## config.mk

```make
export PLATFORM = sky130hd
export DESIGN_NAME = vid_sync_decoder
export DESIGN_NICKNAME = d
export VERILOG_FILES = /design/src/rtl/vsd_pkg.sv /design/src/rtl/vsd_code_finder.sv /design/src/rtl/vsd_sample_split.sv /design/src/rtl/vsd_field_track.sv /design/src/rtl/vid_sync_decoder.sv
export SDC_FILE = /design/constraint.sdc
export NUM_CORES = 1
export LEC_CHECK = 0
export BUFFER_PORTS_ARGS = -buffer_cell sky130_fd_sc_hd__buf_2
export CAP_MARGIN = 20
export CORE_MARGIN = 8
export CORE_UTILIZATION = 55
export DETAILED_ROUTE_END_ITERATION = 7
export GPL_TIMING_DRIVEN = 0
export PLACE_DENSITY = 0.82
export SLEW_MARGIN = 5
export SYNTH_ARGS = -nofsm -noshare
export SYNTH_HDL_FRONTEND = slang
export SYNTH_SLANG_ARGS = --single-unit
```

## constraint.sdc

```tcl
create_clock -name clk -period 2.5 [get_ports clk]
set_clock_uncertainty 0.15 [all_clocks]
set_input_delay 0.25 -clock clk [delete_from_list [all_inputs] [get_ports clk]]
set_output_delay 0.25 -clock clk [all_outputs]
set_load 0.02 [all_outputs]
```

## src/rtl/vsd_pkg.sv

```systemverilog
package vsd_pkg;

    typedef enum logic [1:0] {
        ST_SEEK,
        ST_HBLANK,
        ST_ACTIVE,
        ST_VSKIP
    } vsd_state_t;

    // Status byte check: marker bit set and protection nibble consistent.
    function automatic logic status_sound(input logic [7:0] s);
        logic f, v, h;
        f = s[6];
        v = s[5];
        h = s[4];
        return s[7] && (s[3] == (v ^ h)) && (s[2] == (f ^ h)) &&
               (s[1] == (f ^ v)) && (s[0] == (f ^ v ^ h));
    endfunction

endpackage

```

## src/rtl/vsd_code_finder.sv

```systemverilog
module vsd_code_finder (
    input  logic       clk,
    input  logic       rst_n,
    input  logic [7:0] din,
    output logic       preamble,
    output logic       code_ok,
    output logic       code_bad,
    output logic       f_bit,
    output logic       v_bit,
    output logic       h_bit,
    output logic [7:0] tap
);
    import vsd_pkg::*;

    localparam int DEPTH = 4;

    logic [7:0] hist [DEPTH];

    always_ff @(posedge clk) begin
        if (!rst_n) begin
            for (int i = 0; i < DEPTH; i++) hist[i] <= 8'h00;
        end else begin
            hist[0] <= din;
            for (int i = 1; i < DEPTH; i++) hist[i] <= hist[i-1];
        end
    end

    always_comb begin
        preamble = (hist[3] == 8'hFF) && (hist[2] == 8'h00) && (hist[1] == 8'h00);
        code_ok  = preamble && status_sound(hist[0]);
        code_bad = preamble && !status_sound(hist[0]);
        f_bit    = hist[0][6];
        v_bit    = hist[0][5];
        h_bit    = hist[0][4];
        tap      = hist[3];
    end

endmodule

```

## src/rtl/vsd_sample_split.sv

```systemverilog
module vsd_sample_split #(
    parameter int LINE_PIX = 720,
    localparam int PIX_W = $clog2(2 * LINE_PIX + 1),
    localparam int BYTE_W = $clog2(2 * LINE_PIX + 8)
) (
    input  logic             clk,
    input  logic             rst_n,
    input  logic             active,
    input  logic             preamble,
    input  logic             sav_take,
    input  logic             eav_active,
    input  logic [7:0]       tap,
    output logic [7:0]       y_data,
    output logic             y_valid,
    output logic [7:0]       cb_data,
    output logic [7:0]       cr_data,
    output logic             c_valid,
    output logic [PIX_W-1:0] pix_idx,
    output logic             len_err
);
    localparam logic [BYTE_W-1:0] BYTE_MAX = {BYTE_W{1'b1}};
    localparam logic [PIX_W-1:0]  PIX_MAX  = {PIX_W{1'b1}};
    localparam logic [PIX_W-1:0]  PIX_GOAL = PIX_W'(LINE_PIX);

    logic [BYTE_W-1:0] bidx;
    logic [PIX_W-1:0]  pcnt;
    logic [7:0]        cb_hold;
    logic              emit;
    logic [1:0]        phase;

    // The tap lags the stream by three bytes, so sample k of the line sits at bidx k+3.
    always_comb begin
        emit  = active && !preamble && (bidx >= BYTE_W'(3));
        phase = 2'(bidx[1:0] + 2'd1);
    end

    always_ff @(posedge clk) begin
        if (!rst_n) begin
            bidx    <= '0;
            pcnt    <= '0;
            cb_hold <= 8'h00;
            y_data  <= 8'h00;
            y_valid <= 1'b0;
            cb_data <= 8'h00;
            cr_data <= 8'h00;
            c_valid <= 1'b0;
            pix_idx <= '0;
            len_err <= 1'b0;
        end else begin
            y_valid <= 1'b0;
            c_valid <= 1'b0;
            if (sav_take) begin
                bidx <= '0;
                pcnt <= '0;
            end else if (active && bidx != BYTE_MAX) begin
                bidx <= bidx + 1'b1;
            end
            if (emit) begin
                unique case (phase)
                    2'd0: cb_hold <= tap;
                    2'd2: begin
                        cr_data <= tap;
                        cb_data <= cb_hold;
                        c_valid <= 1'b1;
                    end
                    default: begin
                        y_data  <= tap;
                        y_valid <= 1'b1;
                        pix_idx <= pcnt;
                        if (pcnt != PIX_MAX) pcnt <= pcnt + 1'b1;
                    end
                endcase
            end
            if (eav_active && pcnt != PIX_GOAL) len_err <= 1'b1;
        end
    end

endmodule

```

## src/rtl/vsd_field_track.sv

```systemverilog
module vsd_field_track #(
    parameter int MAX_LINES = 1024,
    localparam int LINE_W = $clog2(MAX_LINES)
) (
    input  logic              clk,
    input  logic              rst_n,
    input  logic              code_ok,
    input  logic              f_bit,
    input  logic              v_bit,
    input  logic              sav_take,
    output logic              field_id,
    output logic [LINE_W-1:0] line_idx,
    output logic              field_start,
    output logic              frame_start
);
    localparam logic [LINE_W-1:0] LINE_MAX = {LINE_W{1'b1}};

    logic in_vb;

    always_ff @(posedge clk) begin
        if (!rst_n) begin
            in_vb       <= 1'b0;
            field_id    <= 1'b0;
            line_idx    <= '0;
            field_start <= 1'b0;
            frame_start <= 1'b0;
        end else begin
            field_start <= 1'b0;
            frame_start <= 1'b0;
            if (code_ok && v_bit) begin
                in_vb <= 1'b1;
            end else if (sav_take) begin
                in_vb    <= 1'b0;
                field_id <= f_bit;
                if (in_vb) begin
                    line_idx    <= '0;
                    field_start <= 1'b1;
                    frame_start <= !f_bit;
                end else if (line_idx != LINE_MAX) begin
                    line_idx <= line_idx + 1'b1;
                end
            end
        end
    end

endmodule

```

## src/rtl/vid_sync_decoder.sv

```systemverilog
module vid_sync_decoder #(
    parameter int LINE_PIX = 720,
    parameter int MAX_LINES = 1024,
    localparam int PIX_W = $clog2(2 * LINE_PIX + 1),
    localparam int LINE_W = $clog2(MAX_LINES)
) (
    input  logic              clk,
    input  logic              rst_n,
    input  logic [7:0]        din,
    output logic [7:0]        y_data,
    output logic              y_valid,
    output logic [7:0]        cb_data,
    output logic [7:0]        cr_data,
    output logic              c_valid,
    output logic              field_id,
    output logic [LINE_W-1:0] line_idx,
    output logic [PIX_W-1:0]  pix_idx,
    output logic              field_start,
    output logic              frame_start,
    output logic              prot_err,
    output logic              len_err
);
    import vsd_pkg::*;

    vsd_state_t state, state_nx;
    logic       preamble, code_ok, code_bad, f_bit, v_bit, h_bit;
    logic [7:0] tap;
    logic       sav_take, eav_active;

    vsd_code_finder u_find (
        .clk(clk), .rst_n(rst_n), .din(din), .preamble(preamble),
        .code_ok(code_ok), .code_bad(code_bad), .f_bit(f_bit),
        .v_bit(v_bit), .h_bit(h_bit), .tap(tap)
    );

    // Next-state process
    always_comb begin
        state_nx = state;
        unique case (state)
            ST_SEEK:   if (code_ok && h_bit) state_nx = ST_HBLANK;
            ST_HBLANK: if (code_ok && !h_bit) state_nx = v_bit ? ST_VSKIP : ST_ACTIVE;
            ST_ACTIVE: if (code_ok && h_bit) state_nx = ST_HBLANK;
            ST_VSKIP:  if (code_ok && h_bit) state_nx = ST_HBLANK;
            default:   state_nx = ST_SEEK;
        endcase
    end

    // State register process
    always_ff @(posedge clk) begin
        if (!rst_n) state <= ST_SEEK;
        else        state <= state_nx;
    end

    // Output process
    always_ff @(posedge clk) begin
        if (!rst_n) prot_err <= 1'b0;
        else        prot_err <= code_bad;
    end

    always_comb begin
        sav_take   = (state == ST_HBLANK) && code_ok && !h_bit;
        eav_active = (state == ST_ACTIVE) && code_ok && h_bit;
    end

    vsd_sample_split #(.LINE_PIX(LINE_PIX)) u_split (
        .clk(clk), .rst_n(rst_n), .active(state == ST_ACTIVE),
        .preamble(preamble), .sav_take(sav_take), .eav_active(eav_active),
        .tap(tap), .y_data(y_data), .y_valid(y_valid), .cb_data(cb_data),
        .cr_data(cr_data), .c_valid(c_valid), .pix_idx(pix_idx),
        .len_err(len_err)
    );

    vsd_field_track #(.MAX_LINES(MAX_LINES)) u_field (
        .clk(clk), .rst_n(rst_n), .code_ok(code_ok), .f_bit(f_bit),
        .v_bit(v_bit), .sav_take(sav_take), .field_id(field_id),
        .line_idx(line_idx), .field_start(field_start),
        .frame_start(frame_start)
    );

endmodule

```

== Word level (Yosys, flattened, before mapping) ==
Memory sizes are Yosys's and may differ from the RTL's.
Cells that the tools add are included.
Widths: inputs -> output; s select.

* Output and inout bits: 52
* Word-level logic and storage cells: 113
* Input bits: 10
* Register bits: 85
* Memory bits (writable): 32
* Memories kept: 1

* Bitwise logic cells: 13
* Magnitude comparators: 1
* Eq/ne operators: 15
* Reduce and logical (&&, ||, !) cells: 41
* Multiplexer cells: 21
* Add/sub/neg operators: 4

{| class="wikitable"
|+ Memory list
! memory !! depth !! width !! read ports !! clocked after memory_dff !! write ports !! line !! RTL
|-
| u_find.hist || 4 || 8 || 4 || 0 || 4 || vsd_code_finder.sv:17 || <nowiki>logic [7:0] hist [DEPTH];</nowiki>
|}

{| class="wikitable"
|+ Operators with widths
! operator !! count
|-
| $mux 11 || 4
|-
| $mux 8 || 4
|-
| $add 11x1->11 const B || 2
|-
| $ne 11x11->1 const B || 2
|-
| $mux 10 || 2
|-
| $logic_and 1x1->1 || 19
|-
| $logic_not 8->1 || 2
|-
| $reduce_and 2->1 || 6
|-
| $ge 11x2->1 const B || 1
|-
| $ne 11x10->1 const B || 1
|-
| $add 10x1->10 const B || 1
|-
| $ne 10x10->1 const B || 1
|-
| $eq 8x8->1 const B || 1
|-
| $mux 1 || 8
|-
| $eq 2x2->1 const B || 3
|-
| $reduce_or 3->1 || 2
|-
| $not 1->1 || 5
|-
| $eq 1x1->1 || 4
|-
| $logic_not 1->1 || 4
|-
| $logic_not 2->1 || 2
|-
| $mux 2 || 2
|-
| $or 1x1->1 || 4
|-
| $pmux 2 s2 || 1
|-
| $reduce_bool 2->1 || 2
|-
| 8 further kinds || 12
|}

== Depth between registers and ports, before layout ==
* Depth in word-level cells: 13
* Depth in mapped cells: 8
* Mapped depth without buffers: 7

== Modules after synthesis ==
From an unflattened synthesis, not the netlist that was laid out.

* Cells, all modules: 526
* Area, all modules: 4887.2 µm²

{| class="wikitable"
|+ By module, submodules not included
! module !! times used !! seq. area each (µm²) !! area each (µm²) !! cells each
|-
| vsd_sample_split || 1 || 1361.3 || 2964.1 || 331
|-
| vsd_code_finder || 1 || 640.6 || 1077.3 || 95
|-
| vsd_field_track || 1 || 280.3 || 714.4 || 86
|-
| vid_sync_decoder || 1 || 60.1 || 131.4 || 14
|}

== Worst setup path after synthesis ==
OpenSTA, ideal clock, no wires.

* Kind: register -> register
* Start point: register u_field.line_idx[0]
* End point: register u_field.line_idx[2]
* Data required time: 2215 ps
* Period minus slack after synthesis: 2349 ps
* Buffers on the path: 2
* Data arrival time: 2065 ps
* Library setup time: 135 ps
* Cell stages (with the launch flop): 9
* Slack: 151 ps
* Cell sequence: dfxtp_1 > ha_1 > and3_1 > clkbuf_1 > nand2_1 > nor4_1 > or3_1 > buf_2 > o21ai_0

* Word-level cells in the longest chain between the ends: 3
* Elaborated cells on any way between the ends: 6
* Those cells by class: add/sub (1); eq/ne (1); mux (2); reduce/logical (2)

{| class="wikitable"
|+ Ends and longest elaborated chain
! item !! line !! RTL
|-
| start, declared || vsd_field_track.sv:12 || <nowiki>output logic [LINE_W-1:0] line_idx,</nowiki>
|-
| start signal, assigned || vsd_field_track.sv:40 || <nowiki>line_idx <= line_idx + 1'b1;</nowiki>
|-
| $add 10x1->10 or $ne 10x10->1 (tied branches) || vsd_field_track.sv:40, vsd_field_track.sv:39 ||
|-
| $mux 10 or $reduce_bool 2->1 (tied branches) || - ||
|-
| $mux 10 or $reduce_and 3->1 (tied branches) || - ||
|}

Parallel ways exist; a longest one is shown, timed or not. The select of a mux whose other input is x is not followed.
A chain may end at the register's enable or synchronous reset.

==> flow_summary.json <==
{
  "status": "finished with violations",
  "failed_checks": "setup timing",
  "p_sw_share_pct": 22.1,
  "crit_required_ns": 2.75,
  "reg2reg_to": "u_field.line_idx[6]",
  "syn_area_um2": 4640,
  "cts_buffer_depth": 2,
  "layout-drive-gt1-share_pct": 20.7,
  "p_int_mw": 3.37,
  "cts-root-buf": "clkbuf_8",
  "post-place-ws_ns": -0.207,
  "totalWireLength_um": 11300,
  "rsz0062_at_grt": "yes",
  "wl_per_cell_um": 16.4,
  "clk_pin_slew_worst_paths_ns": 0.06,
  "cap_viol_max_count": 0,
  "grt_use_total_pct": 19.7,
  "hold_depth": 3,
  "ys_warn_count": 0,
  "setup_viol": 1,
  "ir_drop_mv": 0.631,
  "antenna_found_initial": 0,
  "setup_ws_ns": -0.0346,
  "final_cell_mix": "117 x dfxtp_1, 70 x nor2_1, 60 x buf_2, 46 x mux2i_1, 33 x and2_1",
  "syn_area_per_cell_um2": 9.64,
  "io_pins": 62,
  "max_freq_ghz": 0.395,
  "synthMuxAreaShare_pct": 10.4,
  "slowest_delay_ns": 0.39,
  "worst-path-max-fanout": 10,
  "power_frac_clock_pct": 53.8,
  "grt_overflow": 0,
  "netlist.area_leader.share_pct": 50.5,
  "synth_top_area_cell": "dfxtp_1",
  "num_antenna_cells": 0,
  "critPathKind": "flop to flop",
  "worstSetupStartpointType": "flop",
  "slew_viol_final": 0,
  "hold_viol_final": 0,
  "period_share_pct": 101,
  "worstHoldEndpoint": "u_field.line_idx[0]",
  "synth_edf_count": 0,
  "ctsHtreeMaxLevel": 4,
  "clk-insertion-delay-late_ns": 0.52,
  "core_area_um2": 8220,
  "cp.arrival_ns": 2.79,
  "drt_first_iter_violations": 204,
  "r2r-start": "u_find.hist[0][5]",
  "slew_headroom_pct": 54.2,
  "io_buffers": 60,
  "syn_inst": 481,
  "max_slew.worst_pin.slew_ns": 0.682,
  "vias_per_cell": 5.63,
  "cts_tree": "built",
  "grt_pass1_vias": 3792,
  "drc_errors": 0,
  "path_cells": "buf_6, or3_1, a21oi_1, mux4_2, nand4_4, or3_4, buf_6, o41ai_2",
  "synthAdderAreaFrac_pct": 1.62,
  "reg2reg_depth": 8,
  "mostFrequentLayoutCell": "dfxtp_1",
  "ys_seq_area_share_pct": 50.5,
  "synth_nets": 497,
  "hp-start": "rst_n",
  "min_period_ns": 2.53,
  "async_flop_share_pct": 0,
  "reg2reg_slack_ns": -0.03,
  "synth_area_leaders": "dfxtp_1 51%, mux2i_1 9.9%, nor2_1 5.7%",
  "power_density_nw_per_um2": 741,
  "hold_path_class": "primary input to flop",
  "place_hpwl_um": 7240,
  "grt_pass1_wl_um": 18300,
  "fin_total_pwr_mw": 4.33,
  "pwr-share-seq_pct": 43.9,
  "leakage_nw": 2.54,
  "synth_compound_area_share_pct": 9.28,
  "synth-simple-area-share_pct": 23.0,
  "grt_max_degree": 17,
  "cts_buffers": 17,
  "area_delta_synth_final_pct": 26.0,
  "crit_slowest_cell": "or3_4",
  "netSwitchingPower_mw": 0.958,
  "synthXorXnorAreaFrac_pct": 2.08,
  "vias": 3882,
  "first_pass_iters": 4,
  "cts.sinks": 117,
  "ys_ff_latch": 117,
  "post_dp_cell_area_um2": 5070,
  "place.gp.congestion": 0.866,
  "synth_ff_type": "dfxtp_1",
  "synth_top_family_by_area": "simple AND/OR/NAND/NOR gates",
  "synth.distinct_cells": 52,
  "fp.dieH_um": 108,
  "ant_nets": 0,
  "start_util_pct": 56.4,
  "fin_area_um2": 5840,
  "worstSetupEndpointType": "flop",
  "combPwrFrac_pct": 2.3,
  "dieArea_um2": 11600,
  "nNetsFinal": 588,
  "die_x_um": 108,
  "cp_common_cell": "buf_6",
  "num_rows": 33
}
-- layer usage --
layer	routed length [um]	track usage, %
met5	0	0
met1	4880	22.6
met3	749	5.51
met4	216	8.82
met2	5440	33.5
-- power groups by stage --
stage	Clock [mW]	Sequential, mW	Combinational, mW
final	2.33	1.90	0.100
after global placement	0	1.94	0.0818
after CTS	2.35	1.90	0.0987
after detailed placement	0	1.94	0.0851
after global routing	2.45	1.90	0.109
after floorplan	0	1.93	0.0585
-- how the worst max path moves through the flow --
| stage | from | endpoint |
|---|---|---|
| finish | u_find.hist[0][5] | u_field.line_idx[6] |
| CTS | u_find.hist[2][5] | u_field.line_idx[6] |
| floorplan | u_field.line_idx[0] | u_field.line_idx[2] |
| global placement | u_find.hist[3][5] | u_split.cr_data[7] |
| global route | u_find.hist[0][5] | u_field.line_idx[6] |
| detailed placement | u_split.bidx[0] | u_split.y_data[4] |
-- registers in the layout, indices dropped and copies added (netlist names) --
name and cells:
u_split.bidx 11, u_split.y_valid 1, prot_err 1, u_split.cb_hold 8, state 2, u_split.cb_data 8
u_field.field_id 1, u_split.pcnt 11, u_split.c_valid 1, u_find.hist 32, u_field.frame_start 1, u_field.line_idx 10
u_split.len_err 1, u_field.field_start 1, u_field.in_vb 1, u_split.y_data 8, u_split.cr_data 8, u_split.pix_idx 11
-- worst max-delay path: cells and delay by family (launching register included) --
| family | cells | cell delay [ns] |
|---|---|---|
| compound gates | 2 | 0.47 |
| mux | 1 | 0.32 |
| flops | 1 | 0.32 |
| buf+inv | 2 | 0.29 |
| simple gates | 3 | 0.87 |
-- synth_stat cells, types with 6 or more instances --
master    instances
xnor2_1           6
nand2_1          32
nand3_1          11
o21ai_0           9
nor2_1           70
clkbuf_1         17
nand4_1           7
and2_1           33
ha_1              6
nor4_1            9
o311ai_0          8
dfxtp_1         117
nand2b_1          6
mux2i_1          46
inv_1            10
a21oi_1           8
-- cell type report --
cell class | instances | area [um2]
Fill cell | 598 | 2370
Sequential cell | 117 | 2340
Multi-Input combinational cell | 329 | 2210
Clock buffer | 18 | 428
Timing Repair Buffer | 74 | 425
Clock inverter | 14 | 153
Tap cell | 105 | 131
Buffer | 22 | 114
Inverter | 11 | 41.3
-- logic make-up (layout without fill, tap and decap cells) --
group | Yosys count | in the layout
AND/OR/NAND/NOR | 205 | 205
AO/OA/AOI/OAI | 60 | 60
multiplexers | 47 | 47
adder cells (fa/ha/maj) | 6 | 6
flip-flops | 117 | 117
buffers and inverters | 35 | 139
XOR/XNOR | 11 | 11
-- what timing repair did --
item,CTS,global route
gates resized for setup,8,13
setup buffers,3,3
endpoints found under the hold margin,8,0
endpoints found under the setup margin,40,38
pin swaps,2,1
hold buffers,8,0
-- metrics by stage --
| step | setup TNS (ns) | utilization [%] | instances | hold WS (ns) |
|---|---|---|---|---|
| after floorplan | 0 | - | 481 | 0.227 |
| after global placement | -3.84 | 61.7 | 646 | 0.286 |
| after detailed placement | -6.20 | 61.7 | 646 | 0.294 |
| after CTS | 0 | 70.3 | 688 | 0.0416 |
| after global routing | -0.461 | 71.1 | 690 | 0.106 |
| final | -0.0346 | 71.1 | 690 | 0.0741 |
Note: power is estimated with default switching activity, not from simulation.
